===== src/rtl/egress_queue_arbiter.sv =====
module egress_queue_arbiter #(
  parameter int NQ    = 3,
  parameter int OCC_W = 5
) (
  input  logic                  clk,
  input  logic                  rst_n,
  input  logic                  slot_go,
  input  logic [1:0]            mode,
  input  logic [NQ*OCC_W-1:0]   occ_in,
  output logic [NQ-1:0]         grant_onehot,
  output logic                  grant_valid,
  output logic [$clog2(NQ)-1:0] grant_idx
);
  localparam int IDX_W = $clog2(NQ);
  localparam logic [1:0] M_RR = 2'b00;
  localparam logic [1:0] M_WC = 2'b01;

  logic [OCC_W-1:0] occ_a [NQ];
  logic [NQ-1:0]    busy;
  logic [IDX_W-1:0] ptr;

  for (genvar g = 0; g < NQ; g++) begin : g_unpack
    assign occ_a[g] = occ_in[g*OCC_W +: OCC_W];
    assign busy[g]  = |occ_a[g];
  end

  function automatic logic [IDX_W-1:0] step(input logic [IDX_W-1:0] x);
    return (int'(x) == NQ-1) ? '0 : x + 1'b1;
  endfunction

  logic             wc_hit, lq_hit, sel_hit;
  logic [IDX_W-1:0] wc_pick, lq_pick, sel_pick;
  logic [OCC_W-1:0] lq_best;
  int               cand;

  always_comb begin
    wc_hit  = 1'b0;
    wc_pick = ptr;
    lq_hit  = 1'b0;
    lq_pick = ptr;
    lq_best = '0;
    cand    = 0;
    for (int k = 0; k < NQ; k++) begin
      cand = int'(ptr) + k;
      if (cand >= NQ) cand = cand - NQ;
      if (!wc_hit && busy[IDX_W'(cand)]) begin
        wc_hit  = 1'b1;
        wc_pick = IDX_W'(cand);
      end
      if (occ_a[IDX_W'(cand)] > lq_best) begin
        lq_best = occ_a[IDX_W'(cand)];
        lq_pick = IDX_W'(cand);
        lq_hit  = 1'b1;
      end
    end
  end

  always_comb begin
    case (mode)
      M_RR:    begin sel_hit = busy[ptr]; sel_pick = ptr;     end
      M_WC:    begin sel_hit = wc_hit;    sel_pick = wc_pick; end
      default: begin sel_hit = lq_hit;    sel_pick = lq_pick; end
    endcase
  end

  always_ff @(posedge clk) begin
    if (!rst_n) begin
      ptr          <= '0;
      grant_valid  <= 1'b0;
      grant_onehot <= '0;
      grant_idx    <= '0;
    end else begin
      grant_valid  <= slot_go && sel_hit;
      grant_onehot <= (slot_go && sel_hit) ? (NQ'(1) << sel_pick) : '0;
      grant_idx    <= (slot_go && sel_hit) ? sel_pick : '0;
      if (slot_go) begin
        if (mode == M_RR)  ptr <= step(ptr);
        else if (sel_hit)  ptr <= step(sel_pick);
      end
    end
  end


  valid_after_slot_chk: assert property (@(posedge clk) disable iff (!rst_n)
    grant_valid |-> $past(slot_go));

  onehot_chk: assert property (@(posedge clk) disable iff (!rst_n)
    $onehot0(grant_onehot) && (grant_valid == (grant_onehot != '0)));

  nonempty_chk: assert property (@(posedge clk) disable iff (!rst_n)
    grant_valid |-> ((($past(occ_in) >> (int'(grant_idx) * OCC_W)) & {OCC_W{1'b1}}) != '0));

  rr_step_chk: assert property (@(posedge clk) disable iff (!rst_n)
    (slot_go && mode == M_RR) |=> (ptr == step($past(ptr))));

  wc_busy_chk: assert property (@(posedge clk) disable iff (!rst_n)
    (slot_go && mode == M_WC && busy != '0) |=> grant_valid);

  hold_chk: assert property (@(posedge clk) disable iff (!rst_n)
    (slot_go && mode != M_RR && busy == '0) |=> (!grant_valid && ptr == $past(ptr)));
endmodule


===== config.mk =====
export PLATFORM = sky130hd
export DESIGN_NAME = egress_queue_arbiter
export DESIGN_NICKNAME = d
export VERILOG_FILES = /design/src/rtl/egress_queue_arbiter.sv
export SDC_FILE = /design/constraint.sdc
export NUM_CORES = 1
export LEC_CHECK = 0
export BUFFER_PORTS_ARGS = -buffer_cell sky130_fd_sc_hd__buf_4
export CORE_AREA = 4 4 61 63
export CTS_CLUSTER_DIAMETER = 60
export DETAILED_ROUTE_END_ITERATION = 7
export DIE_AREA = 0 0 65 67
export PLACE_DENSITY = 0.73
export SETUP_SLACK_MARGIN = 0.3
export SKIP_LAST_GASP = 1
export SLEW_MARGIN = 40
export SYNTH_ARGS = -nofsm -noshare
export SYNTH_HDL_FRONTEND = slang
export SYNTH_SLANG_ARGS = --single-unit

===== constraint.sdc =====
create_clock -name clk -period 5.4 [get_ports clk]
set_clock_uncertainty 0.1 [all_clocks]
set_input_delay 0.27 -clock clk [delete_from_list [all_inputs] [get_ports clk]]
set_output_delay 0.27 -clock clk [all_outputs]
set_load 0.01 [all_outputs]

Yosys cells after proc, flatten, opt, wreduce, memory -nomap -nowiden:

Index checks and enable logic that the tools add are counted.

* $lt $le $gt $ge: 13
* add/subtract/negate cells: 7
* bitwise gates (word level): 3
* reductions and logical operators: 12
* shift-type cells: 1
* multiplexer cells: 43
* eq/ne operators: 3

Operators by type and width (number)
* $mux 5: 8
* $bmux 5 s2: 3
* $mux 2: 13
* $reduce_or 5->1: 3
* $mux 1: 13
* $lt 2x4->1 const B: 3
* $gt 5x5->1: 2
* $ge 2x3->1 const B: 3
* $bmux 1 s2: 4
* $ge 3x2->1 const B: 2
* $not 2->2: 3
* $sub 2x2->2 const B: 3
* $gt 5x1->1 const B: 1
* $add 2x1->2 const B: 2
* $eq 2x2->1 const B: 2
* $pmux 2 s2: 1
* $reduce_and 2->1: 2
* $add 2x1->3 const B: 1
* $add 2x2->3 const B: 1
* $logic_and 1x1->1: 3
* $lt 2x3->1 const B: 1
* $shl 1x2->3 const A: 1
* $eq 2x1->1 const B: 1
* $ge 2x2->1 const B: 1
* 4 further kinds: 5

* word-level logic and storage cells: 86
* input bits: 20
* output and inout bits: 6
* flip-flop bits (word level): 8

Logic depth before layout (Yosys ltp):

* word-level depth: 17
* gate-level depth with buffers: 24
* gate-level depth less buffers: 21

Least setup slack after synthesis:

Ideal clock, no wire load.

* path kind: register -> register
* start point: register ptr[1]
* end point: register ptr[1]
* period minus slack after synthesis: 5.077 ns
* required time: 5.225 ns
* path buffers: 4
* slack: 0.323 ns
* cell stages (with the launch flop): 24
* data arrival time: 4.902 ns
* library setup time: 0.075 ns
* path through: dfxtp_1 > inv_1 > ha_1 > buf_6 > buf_2 > buf_2 > mux2i_1 > o22ai_1 > ha_1 > and3_1 > and3_1 > a31oi_1 > buf_2 > nor2_1 > a21oi_1 > ha_1 > a211o_1 > a311oi_2 > nor3b_1 > o22a_1 > o32ai_2 > nand3_1 > or4_4 > a22oi_2

* longest elaborated chain between the ends: 17
* elaborated cells on any way between the ends: 67
* those cells by class: 7 x add/sub; 6 x order compare; 2 x eq/ne; 43 x mux; 3 x bitwise; 6 x reduce/logical

Ends and longest elaborated chain
* start: declaration: line 20 `logic [IDX_W-1:0] ptr;`
* start signal: assignment: line 77 `if (mode == M_RR) ptr <= step(ptr);`
* start signal: assignment: line 78 `else if (sel_hit) ptr <= step(sel_pick);`
* $sub 2x2->2 / $ge 2x2->1 (equally long branches): line 45 `if (cand >= NQ) cand = cand - NQ;`
* $mux 2: line 45
* $not 2->2 (implied by the code) / $bmux 1 s2 (equally long branches): line 50, 51, 46
* $bmux 5 s2 / $mux 1 (equally long branches): line 50, 51, 46
* $mux 5 (implied by the code) / $mux 1 (equally long branches) (2 in a row): line 50, 51, 46
* $gt 5x1->1 / $logic_not 1->1 (equally long branches): line 50, 46
* $mux 5 / $logic_and 1x1->1 (equally long branches): line 50, 46
* $gt 5x5->1 / $mux 1 (equally long branches): line 50, 46
* $mux 5 / $logic_not 1->1 (equally long branches): line 50, 46
* $gt 5x5->1 / $logic_and 1x1->1 (equally long branches): line 50, 46
* $mux 2 (on tied branches): line 50, 46
* $pmux 2 s2: line 59 `case (mode)`
* $add 2x1->2 / $eq 2x2->1 (equally long branches): line 28 `return (int'(x) == NQ-1) ? '0 : x + 1'b1;`
* $mux 2: line 28
* $mux 2: line 78
* $mux 2: line 77

Several ways; a longest one is shown, not always the timed one. The select of a mux whose other input is x is not followed.
A chain may end at the register's enable or synchronous reset.

Worst setup path after layout:

* start point: register ptr[0]
* end point: register ptr[1]

The elaborated chain is that of the path after synthesis.

==> impl_metrics.ini <==
[detailed_routing]
drt-initial-drc-count = 147
ant_nets = 0
wl_um = 4510
dr.pass1.iters = 5
viasPerCell = 6.24
num_vias = 1766
drc = 0
wl_per_cell_um = 15.9

[final_layout]
layout_commonest_cell = buf_4
nFillCells = 317
nets = 273
layout_common_cells = buf_4 (34), nand2_1 (19), nor2_1 (17)
area_growth_pct = 23.7
multiInputGateArea_sq_um = 1370
num_antenna_cells = 0
area.sequential_sq_um = 163
drive_gt1_frac = 0.291

[setup_path]
worstPathCellList = inv_1, ha_2, inv_2, o21ai_0, ha_1, and3_1, and3_1, a31oi_4, nor2_1, a21oi_1, ha_1, a211o_1, a311oi_2, nor3b_1, o22a_1, o32ai_2, nand3_1, or4_4, a22oi_2
timing.critical_path.buf_inv = 2
crit_required_ns = 5.48
critPathKind = flip-flop to flip-flop
critPathMaxStageDelay_ns = 0.43
end_kind = flip-flop
critical_path.startpoint_type = flip-flop
worst_path_dominant_cell_family = compound AO/OA/AOI/OAI gates
crit_path_top_delay_cell = or4_4
critPathMaxFanout = 7
arrival_ns = 4.88

[floorplanning]
io_pins = 26
fp.dieArea_sq_um = 4360
die_h_um = 67
core_area_sq_um = 3230
start_util = 0.474
chipWidth_um = 65
fp-row-count = 21

[outcome]
outcome = completed

[job]
cap_viol_max_count = 0

[timing]
fmax_mhz = 208
period_needed_ns = 4.80
report.final.slew_viol_count = 0
fin_crit_sh = 0.889
rsz0062_at_grt = false
finalSetupViolations = 0
final.setup.tns_ns = 0
slew-limit-headroom = 0.645
tightestPinTransition_ns = 0.529
hold_viol = 0

[logic_synthesis]
synth.avg_cell_area_sq_um = 7.37
synth_seq_area_share = 0.104
synth_seq_cells = 8
ys.flop_type = dfxtp_1
ys_async_sr_fraction = 0
synth_cell_types = 57
synth_fp_nets = 242
synthCells = 208
synth-edff-count = 0
syn_area_sq_um = 1530
yosysWarningCount = 0

[clock_network]
clock_latency_ns = 0.25
h-tree-depth = 1
cts_buffer_depth = 2
cts_tree = yes
cts_buffers = 3
root_buffer = clkbuf_4
cts.clk_slew.worst_paths_ns = 0.06
cts_sinks = 8

[global_route]
grt_max_degree = 15
antenna_found_initial = 0
grt_pass1_vias = 1592
grt_pass1_wl_um = 7190
overflow = 0
track_usage = 0.209

[place]
gp_congestion = 0.941
dp_hpwl_um = 3530
portBuffers = 25

[min_path]
hp-class = primary input to flip-flop
registers in the layout (all words and copies together), names as in the netlist:
signal,flops
grant_idx,2
ptr,2
grant_valid,1
grant_onehot,3
worst min-delay path: stages:
cell and delay, ns:
buf_4 0.13, nand2_1 0.08, a22oi_2 0.05
metal layers:
metal	vias to the layer above	global-route usage	wire, um
li1	862	-	-
met1	809	0.256	1930
met2	77	0.374	2160
met3	18	0.0219	254
met4	0	0.0765	163
met5	-	0	0
path summary, 6_finish.rpt:
| path | startpoint | to | slack [ns] | cells after the start |
|---|---|---|---|---|
| setup / recovery | ptr[0]$_SDFFE_PN0P_ | ptr[1]$_SDFFE_PN0P_ | 0.60 | 19 |
| hold / removal | rst_n | ptr[1]$_SDFFE_PN0P_ | 0.21 | 3 |
| setup reg to reg | ptr[0]$_SDFFE_PN0P_ | ptr[1]$_SDFFE_PN0P_ | 0.60 | 19 |
| hold reg to reg | ptr[1]$_SDFFE_PN0P_ | ptr[1]$_SDFFE_PN0P_ | 0.44 | 2 |
cells in the mapped netlist, types with 2 or more instances:
cell type	count	area [sq um]
nand2b_1	2	12.5
o22ai_1	2	12.5
mux2_1	3	33.8
o211ai_1	2	15.0
clkbuf_1	2	7.51
mux2i_1	13	130
nor2b_1	4	25.0
o22a_1	2	17.5
or2_2	4	25.0
nand3_1	7	35.0
a21oi_1	16	80.1
buf_2	5	25.0
o21a_1	4	30.0
nor3_2	3	30.0
nor4b_1	2	17.5
a32oi_1	2	17.5
or3_1	2	12.5
ha_1	14	175
o311a_1	2	20.0
o21ai_0	13	65.1
a22oi_1	3	22.5
and3_1	3	18.8
a211oi_1	3	22.5
o31ai_1	2	15.0
inv_1	7	26.3
nor2_1	18	67.6
a31o_2	2	17.5
dfxtp_1	8	160
nand2_1	19	71.3
a21o_1	2	15.0
a31oi_1	6	37.5
nor3b_1	4	30.0
nor3_1	3	15.0
final cells by class:
type,instances,area share
tap,46,0.0304
sequential,8,0.0858
clock buffer,3,0.0119
inverter,7,0.0139
timing repair buffer,34,0.135
multi-input combinational,185,0.723
repair_timing:
action,in CTS,in global routing
resized for setup,1,19
hold buffers,0,0
endpoints found under the setup margin,3,8
pin swaps,0,1
setup buffers,0,2
cell families (layout without fill, tap and decap cells):
| logic type | count (synthesis) | count (layout) | synth area share |
|---|---|---|---|
| and+or+nand+nor | 79 | 79 | 0.278 |
| DFF | 8 | 8 | 0.104 |
| adders and majority gates | 14 | 14 | 0.114 |
| muxes | 16 | 16 | 0.107 |
| buffers and inverters | 15 | 44 | 0.0457 |
| AOI/OAI and AO/OA | 76 | 76 | 0.350 |
per-stage QoR:
| stage | area [sq um] | setup slack [ns] | hold slack [ns] | cells | utilization |
|---|---|---|---|---|---|
| detailed placement | 1790 | 0.230 | 0.438 | 278 | 0.553 |
| floorplan | 1530 | 0.323 | 0.318 | 208 | - |
| finish | 1900 | 0.601 | 0.214 | 283 | 0.587 |
| global route | 1900 | 0.314 | 0.219 | 283 | 0.587 |
| global placement | 1790 | 0.327 | 0.444 | 278 | 0.553 |
| CTS | 1810 | 0.338 | 0.215 | 281 | 0.561 |
Power is left out: the tool's default activity adds up to more than one toggle a clock period on the data nets, which glitch-free logic cannot reach.
